File: src/rtl/sdiv_pkg.sv
`timescale 1ns/1ps
package sdiv_pkg;
   typedef enum logic [1:0] {
      ST_IDLE = 2'd0,
      ST_RUN  = 2'd1,
      ST_FIN  = 2'd2
   } sdiv_state_e;
endpackage

File: src/rtl/sdiv_prep.sv
`timescale 1ns/1ps
// Operand preparation: picks the mode's operand fields, takes magnitudes,
// splits the dividend into the loop's start values and flags the cases where
// the quotient magnitude is already known to reach 2^N.
module sdiv_prep #(
   parameter int HALF_W = 8
) (
   input  logic                  wide,
   input  logic [4*HALF_W-1:0]   dividend,
   input  logic [2*HALF_W-1:0]   divisor,
   output logic [2*HALF_W-1:0]   rem_init,
   output logic [2*HALF_W-1:0]   lo_init,
   output logic [2*HALF_W-1:0]   dvs_mag,
   output logic                  dvd_neg,
   output logic                  dvs_neg,
   output logic                  early_fault
);
   localparam int FULL_W = 2 * HALF_W;
   localparam int DVD_W  = 2 * FULL_W;

   logic [FULL_W-1:0] sd_b, mag_b, dvm_w;
   logic [DVD_W-1:0]  mag_w;
   logic [HALF_W-1:0] dv_b, dvm_b;

   always_comb begin
      sd_b  = dividend[FULL_W-1:0];
      mag_b = sd_b[FULL_W-1] ? -sd_b : sd_b;
      mag_w = dividend[DVD_W-1] ? -dividend : dividend;
      dv_b  = divisor[HALF_W-1:0];
      dvm_b = dv_b[HALF_W-1] ? -dv_b : dv_b;
      dvm_w = divisor[FULL_W-1] ? -divisor : divisor;
      if (wide) begin
         rem_init = mag_w[DVD_W-1:FULL_W];
         lo_init  = mag_w[FULL_W-1:0];
         dvs_mag  = dvm_w;
         dvd_neg  = dividend[DVD_W-1];
         dvs_neg  = divisor[FULL_W-1];
      end else begin
         rem_init = {{HALF_W{1'b0}}, mag_b[FULL_W-1:HALF_W]};
         lo_init  = {mag_b[HALF_W-1:0], {HALF_W{1'b0}}};
         dvs_mag  = {{HALF_W{1'b0}}, dvm_b};
         dvd_neg  = sd_b[FULL_W-1];
         dvs_neg  = dv_b[HALF_W-1];
      end
      // upper half not below divisor means quotient magnitude >= 2^N
      early_fault = (dvs_mag == '0) || (rem_init >= dvs_mag);
   end
endmodule

File: src/rtl/sdiv_core.sv
`timescale 1ns/1ps
// Restoring shift-subtract loop on magnitudes, one quotient bit per step.
module sdiv_core #(
   parameter int FULL_W = 16
) (
   input  logic              clk,
   input  logic              rst_n,
   input  logic              load,
   input  logic              step,
   input  logic [FULL_W-1:0] rem_init,
   input  logic [FULL_W-1:0] lo_init,
   input  logic [FULL_W-1:0] dvs_in,
   output logic [FULL_W-1:0] rem_q,
   output logic [FULL_W-1:0] lo_q
);
   logic [FULL_W-1:0] dvs_q;
   logic [FULL_W:0]   trial;
   logic [FULL_W-1:0] diff;
   logic              take;

   always_comb begin
      trial = {rem_q, lo_q[FULL_W-1]};
      take  = (trial >= {1'b0, dvs_q});
      diff  = trial[FULL_W-1:0] - dvs_q;
   end

   always_ff @(posedge clk) begin
      if (!rst_n) begin
         rem_q <= '0;
         lo_q  <= '0;
         dvs_q <= '0;
      end else if (load) begin
         rem_q <= rem_init;
         lo_q  <= lo_init;
         dvs_q <= dvs_in;
      end else if (step) begin
         rem_q <= take ? diff : trial[FULL_W-1:0];
         lo_q  <= {lo_q[FULL_W-2:0], take};
      end
   end
endmodule

File: src/rtl/sdiv_fix.sv
`timescale 1ns/1ps
// Sign fix-up and asymmetric range check on the unsigned quotient magnitude.
module sdiv_fix #(
   parameter int HALF_W = 8
) (
   input  logic                wide,
   input  logic                dvd_neg,
   input  logic                dvs_neg,
   input  logic [2*HALF_W-1:0] q_mag,
   input  logic [2*HALF_W-1:0] r_mag,
   output logic [2*HALF_W-1:0] quo,
   output logic [2*HALF_W-1:0] rem,
   output logic                range_fault
);
   localparam int FULL_W = 2 * HALF_W;
   localparam logic [FULL_W-1:0] LIM_B = {{(FULL_W-HALF_W){1'b0}}, 1'b1, {(HALF_W-1){1'b0}}};
   localparam logic [FULL_W-1:0] LIM_W = {1'b1, {(FULL_W-1){1'b0}}};

   logic              q_neg;
   logic [FULL_W-1:0] qsel, rsel, limit;

   always_comb begin
      q_neg = dvd_neg ^ dvs_neg;
      qsel  = wide ? q_mag : {{HALF_W{1'b0}}, q_mag[HALF_W-1:0]};
      rsel  = wide ? r_mag : {{HALF_W{1'b0}}, r_mag[HALF_W-1:0]};
      limit = wide ? LIM_W : LIM_B;
      // negative side may reach 2^(N-1), positive side only 2^(N-1)-1
      range_fault = q_neg ? (qsel > limit) : (qsel >= limit);
      quo = q_neg ? -qsel : qsel;
      rem = dvd_neg ? -rsel : rsel;
   end
endmodule

File: src/rtl/sdiv_trap.sv
`timescale 1ns/1ps
module sdiv_trap #(
   parameter int HALF_W = 8
) (
   input  logic                clk,
   input  logic                rst_n,
   input  logic                start,
   input  logic                wide,
   input  logic [4*HALF_W-1:0] dividend,
   input  logic [2*HALF_W-1:0] divisor,
   output logic                busy,
   output logic                ready,
   output logic                fault,
   output logic [2*HALF_W-1:0] quotient,
   output logic [2*HALF_W-1:0] remainder
);
   import sdiv_pkg::*;

   localparam int FULL_W = 2 * HALF_W;
   localparam int CNT_W  = $clog2(FULL_W);
   localparam logic [CNT_W-1:0] LAST_W = CNT_W'(FULL_W - 1);
   localparam logic [CNT_W-1:0] LAST_B = CNT_W'(HALF_W - 1);

   generate
      if (HALF_W < 2) begin : g_bad_width
         $error("sdiv_trap: HALF_W must be at least 2");
      end
   endgenerate

   sdiv_state_e       state;
   logic [CNT_W-1:0]  cnt;
   logic              wide_q, dn_q, sn_q, early_q;
   logic              load, step;
   logic [FULL_W-1:0] p_rem, p_lo, p_dvs, c_rem, c_lo, f_quo, f_rem;
   logic              p_dn, p_sn, p_early, f_range, any_fault;

   sdiv_prep #(.HALF_W(HALF_W)) u_prep (
      .wide(wide), .dividend(dividend), .divisor(divisor),
      .rem_init(p_rem), .lo_init(p_lo), .dvs_mag(p_dvs),
      .dvd_neg(p_dn), .dvs_neg(p_sn), .early_fault(p_early)
   );

   sdiv_core #(.FULL_W(FULL_W)) u_core (
      .clk(clk), .rst_n(rst_n), .load(load), .step(step),
      .rem_init(p_rem), .lo_init(p_lo), .dvs_in(p_dvs),
      .rem_q(c_rem), .lo_q(c_lo)
   );

   sdiv_fix #(.HALF_W(HALF_W)) u_fix (
      .wide(wide_q), .dvd_neg(dn_q), .dvs_neg(sn_q),
      .q_mag(c_lo), .r_mag(c_rem),
      .quo(f_quo), .rem(f_rem), .range_fault(f_range)
   );

   assign load      = (state == ST_IDLE) && start;
   assign step      = (state == ST_RUN);
   assign busy      = (state != ST_IDLE);
   assign any_fault = early_q | f_range;

   always_ff @(posedge clk) begin
      if (!rst_n) begin
         state     <= ST_IDLE;
         cnt       <= '0;
         wide_q    <= 1'b0;
         dn_q      <= 1'b0;
         sn_q      <= 1'b0;
         early_q   <= 1'b0;
         ready     <= 1'b0;
         fault     <= 1'b0;
         quotient  <= '0;
         remainder <= '0;
      end else begin
         ready <= 1'b0;
         fault <= 1'b0;
         case (state)
            ST_IDLE: begin
               if (start) begin
                  wide_q  <= wide;
                  dn_q    <= p_dn;
                  sn_q    <= p_sn;
                  early_q <= p_early;
                  cnt     <= '0;
                  state   <= p_early ? ST_FIN : ST_RUN;
               end
            end
            ST_RUN: begin
               cnt <= cnt + CNT_W'(1);
               if (cnt == (wide_q ? LAST_W : LAST_B)) state <= ST_FIN;
            end
            ST_FIN: begin
               ready <= 1'b1;
               fault <= any_fault;
               if (!any_fault) begin
                  quotient  <= f_quo;
                  remainder <= f_rem;
               end
               state <= ST_IDLE;
            end
            default: state <= ST_IDLE;
         endcase
      end
   end
endmodule

File: config.mk
export PLATFORM = sky130hd
export DESIGN_NAME = sdiv_trap
export DESIGN_NICKNAME = d
export VERILOG_FILES = /design/src/rtl/sdiv_pkg.sv /design/src/rtl/sdiv_prep.sv /design/src/rtl/sdiv_core.sv /design/src/rtl/sdiv_fix.sv /design/src/rtl/sdiv_trap.sv
export SDC_FILE = /design/constraint.sdc
export NUM_CORES = 1
export LEC_CHECK = 0
export ABC_AREA = 1
export BUFFER_PORTS_ARGS = -buffer_cell sky130_fd_sc_hd__buf_2
export CORE_MARGIN = 1
export CORE_UTILIZATION = 50
export CTS_BUF_LIST = sky130_fd_sc_hd__clkbuf_8
export DETAILED_ROUTE_END_ITERATION = 6
export PLACE_DENSITY = 0.7
export SYNTH_ARGS = -nofsm -noshare
export SYNTH_HDL_FRONTEND = slang
export SYNTH_SLANG_ARGS = --single-unit
File: constraint.sdc
create_clock -name clk -period 4.3 [get_ports clk]
set_clock_uncertainty 0.2 [all_clocks]
set_input_delay 0.215 -clock clk [delete_from_list [all_inputs] [get_ports clk]]
set_output_delay 0.215 -clock clk [all_outputs]
set_load 0.1 [all_outputs]
==> results.toml <==
[status]
status = "finished, final reports clean"

[critical_path]
cp_slowest_stage_delay_ps = 500
r2r_cells = 14
end_kind = "flip-flop"
cp_slowest_cell = "nor3_1"
worstSetupEndpoint = "early_q"
cp-start-kind = "input pin"
r2r_end = "u_core.rem_q[1]"
crit_path_cell_trace = "buf_2 > nor2_1 > inv_1 > nor3_1 > nand3b_1 > nand2_1 > nand2_1 > or2_2 > and3_1 > ha_1 > nand2_1 > inv_1 > nand3_1 > nor2_1 > inv_1 > nor2_1 > nor4_1 > nand3_1 > nand2_1 > inv_1"
cp_data_arrival_time_ps = 3150
crit_start = "dividend[5]"
critPathRequiredTime_ps = 4380
r2r-start = "u_core.dvs_q[2]"
rrSetupSlack_ps = 1430
crit_fanout = 5
critical_path_class = "in2reg"

[run]
maxCapViolCount = 0

[power]
power_leakage_nw = 4.321
vdd_drop_max_uv = 186.8
p_per_area_nw_per_um2 = 402.4

[sta]
tns_ps = 0
tightest_slew_ps = 732.3
post-route-period-util_pct = 71.32
period_needed_ps = 3067
report.final.slew_viol_count = 0
setup_viol = 0
relSlewSlack_pct = 51.06
whs_ps = 32.41
rsz0062_at_grt = "false"
max_freq_ghz = 0.3261
finalHoldViolCount = 0

[floorplan]
die_w_um = 126.7
dieArea_um2 = 16050
dieHeight_um = 126.7
rows = 45
core-area_um2 = 15200
floorplan.initialDensity_pct = 51.14
io_pins = 87

[detailed_routing]
avgRoutedWirePerCell_um = 14.48
routed_via_density = 5.496
dr.pass1.iters = 5
drt_iter0_drc = 829
dr_total_vias = 8618
ant_nets = 0
drc = 0
routed_wl_um = 22700

[synth]
syn-instance-count = 1317
ys_ff_latch = 92
synth.avg_cell_area_um2 = 5.904
synth_area_um2 = 7775
yosysWarnings = 0
synth.distinct_cells = 45
syn_nets = 1410
ys_seq_area_share_pct = 23.69

[cts]
worstSkewPairLatency_ps = 380
cts.repair.resized = 0
cts_tree = "done"
clk_pin_slew_worst_paths_ps = 90
cts_max_level = 3
cts_buffers = 9
cts_hold_buf = 1
clockBufferDepth = 2
root_buffer = "clkbuf_8"
postCtsSetupBuffers = 0
cts.sinks = 92

[grt]
grt_max_degree = 65
grt_util_all_layers_pct = 28.51
grt_pass1_vias = 7503
grt_pass1_wl_um = 36960
grt-ovfl-total = 0
antenna_found_initial = 1

[layout]
diodes = 0
final_nets = 1468
area_growth_pct = 9.430
finish.utilization_pct = 55.97
layout-drive-gt1-share_pct = 9.783
stdcell_count = 1568

[placement]
gp_congestion = 0.9178
dp_cells = 1551
io_buffer_count = 86
dp_hpwl_um = 17510

[worst_hold_path]
hold_class = "in2reg"
## worst min path at each step
stage / slack (ps) / to / depth (start not counted) / start
2_1_floorplan: 200 / u_core.dvs_q[0] / 2 / divisor[0]
3_3_place_gp: 250 / remainder[13] / 2 / remainder[13]
3_5_place_dp: 250 / remainder[7] / 2 / remainder[7]
4_1_cts: 20 / u_core.dvs_q[13] / 4 / divisor[13]
5_1_grt: 60 / u_core.rem_q[15] / 3 / rst_n
6_report: 30 / u_core.dvs_q[13] / 4 / divisor[13]
## routing by layer
layer  vias up  wire [um]  GRT usage [%]
li1       4447          -              -
met3        22       1378          3.501
met1      3878      11110          40.38
met4         2        327          7.913
met5         -         15              0
met2       269       9870          45.56
## through the flow
step	instance area (um^2)	power, mW	worst slack, ps
5_1_grt	8508	3.711	919.9
6_report	8508	3.424	1233
4_1_cts	8508	3.414	1241
3_3_place_gp	8324	2.860	900.3
3_5_place_dp	8324	2.871	864.4
2_1_floorplan	7775	2.458	1498
## worst max-delay path, delay by kind of cell
kind | cells | cell delay (ps)
buffers and inverters | 5 | 360
adder cells (fa/ha/maj) | 1 | 280
AND/OR/NAND/NOR | 14 | 2300
## cell usage in the layout (no fill, tap or decap), types with 2 or more instances in the layout
cell and count:
and2_1 7, clkinv_2 2, nand3b_1 11, buf_2 86, inv_2 4, o211ai_1 7, nand4_1 36, a22oi_1 3
ha_1 40, inv_1 153, dfxtp_1 92, or2_2 9, and3_1 4, nor4_1 4, a21oi_1 121, o21bai_1 2
o21ai_0 81, clkinv_1 2, a31oi_1 2, nor2_1 129, xnor2_1 9, nor3_1 14, nand2_1 354, xor2_1 24
o22ai_1 2, nand3_1 130, buf_4 16, clkbuf_8 9, a211oi_1 5, a21o_1 3
## registers in the layout (all words and copies together), names as in the netlist
register / cells
u_core.rem_q: 16
dn_q: 1
remainder: 16
early_q: 1
u_core.dvs_q: 16
state: 2
fault: 1
sn_q: 1
quotient: 16
cnt: 4
wide_q: 1
u_core.lo_q: 16
ready: 1
## area by class of cell
class / count / area [um^2]
Multi-Input combinational cell: 1011 / 5104
Sequential cell: 92 / 1842
Clock inverter: 7 / 50.05
Timing Repair Buffer: 103 / 560.5
Clock buffer: 9 / 123.9
Inverter: 158 / 593.1
Fill cell: 1648 / 6694
Tap cell: 188 / 235.2
## report_power, final
group          total, mW  internal (mW)  leakage, nW  switching, mW
combinational       1.82          0.588         3.48           1.23
clock              0.539          0.213       0.0927          0.326
sequential          1.06          0.955        0.752          0.109
total               3.42           1.76         4.32           1.67
## kinds of logic (layout without fill, tap and decap cells)
| kind of cell | after synthesis | after routing | synth area share (%) |
|---|---|---|---|
| and+or+nand+nor | 703 | 703 | 38.96 |
| DFF | 92 | 92 | 23.69 |
| adders and majority gates | 41 | 41 | 6.695 |
| AOI/OAI and AO/OA | 234 | 234 | 16.27 |
| buffers and inverters | 214 | 277 | 10.67 |
| xor gates and xnor gates | 33 | 33 | 3.717 |
## cell usage after synthesis, drive strengths merged
| master | number | area share [%] |
|---|---|---|
| or2 | 10 | 0.80 |
| nor3b | 1 | 0.097 |
| o311a | 1 | 0.13 |
| a21oi | 122 | 8.0 |
| buf | 23 | 1.4 |
| ha | 40 | 6.4 |
| nand3b | 11 | 1.1 |
| a31oi | 2 | 0.16 |
| o21bai | 2 | 0.19 |
| a21o | 3 | 0.29 |
| o21ai | 82 | 5.3 |
| and3 | 4 | 0.32 |
| nand3 | 131 | 8.5 |
| xor2 | 24 | 2.7 |
| fa | 1 | 0.26 |
| and2 | 7 | 0.56 |
| o211ai | 8 | 0.84 |
| nor3 | 14 | 0.90 |
| a22oi | 3 | 0.29 |
| clkinv | 2 | 0.097 |
| o221a | 1 | 0.14 |
| o31ai | 1 | 0.097 |
| inv | 156 | 7.5 |
| a21boi | 1 | 0.097 |
| o22ai | 2 | 0.16 |
| nor4 | 4 | 0.32 |
| clkbuf | 33 | 1.6 |
| a211oi | 5 | 0.48 |
| nor2 | 130 | 6.3 |
| nand4 | 36 | 2.9 |
| nand2 | 354 | 17 |
| dfxtp | 92 | 24 |
| xnor2 | 9 | 1.0 |
| a221oi | 1 | 0.11 |
| or4 | 1 | 0.097 |
Power figures use the tool's default switching activity.
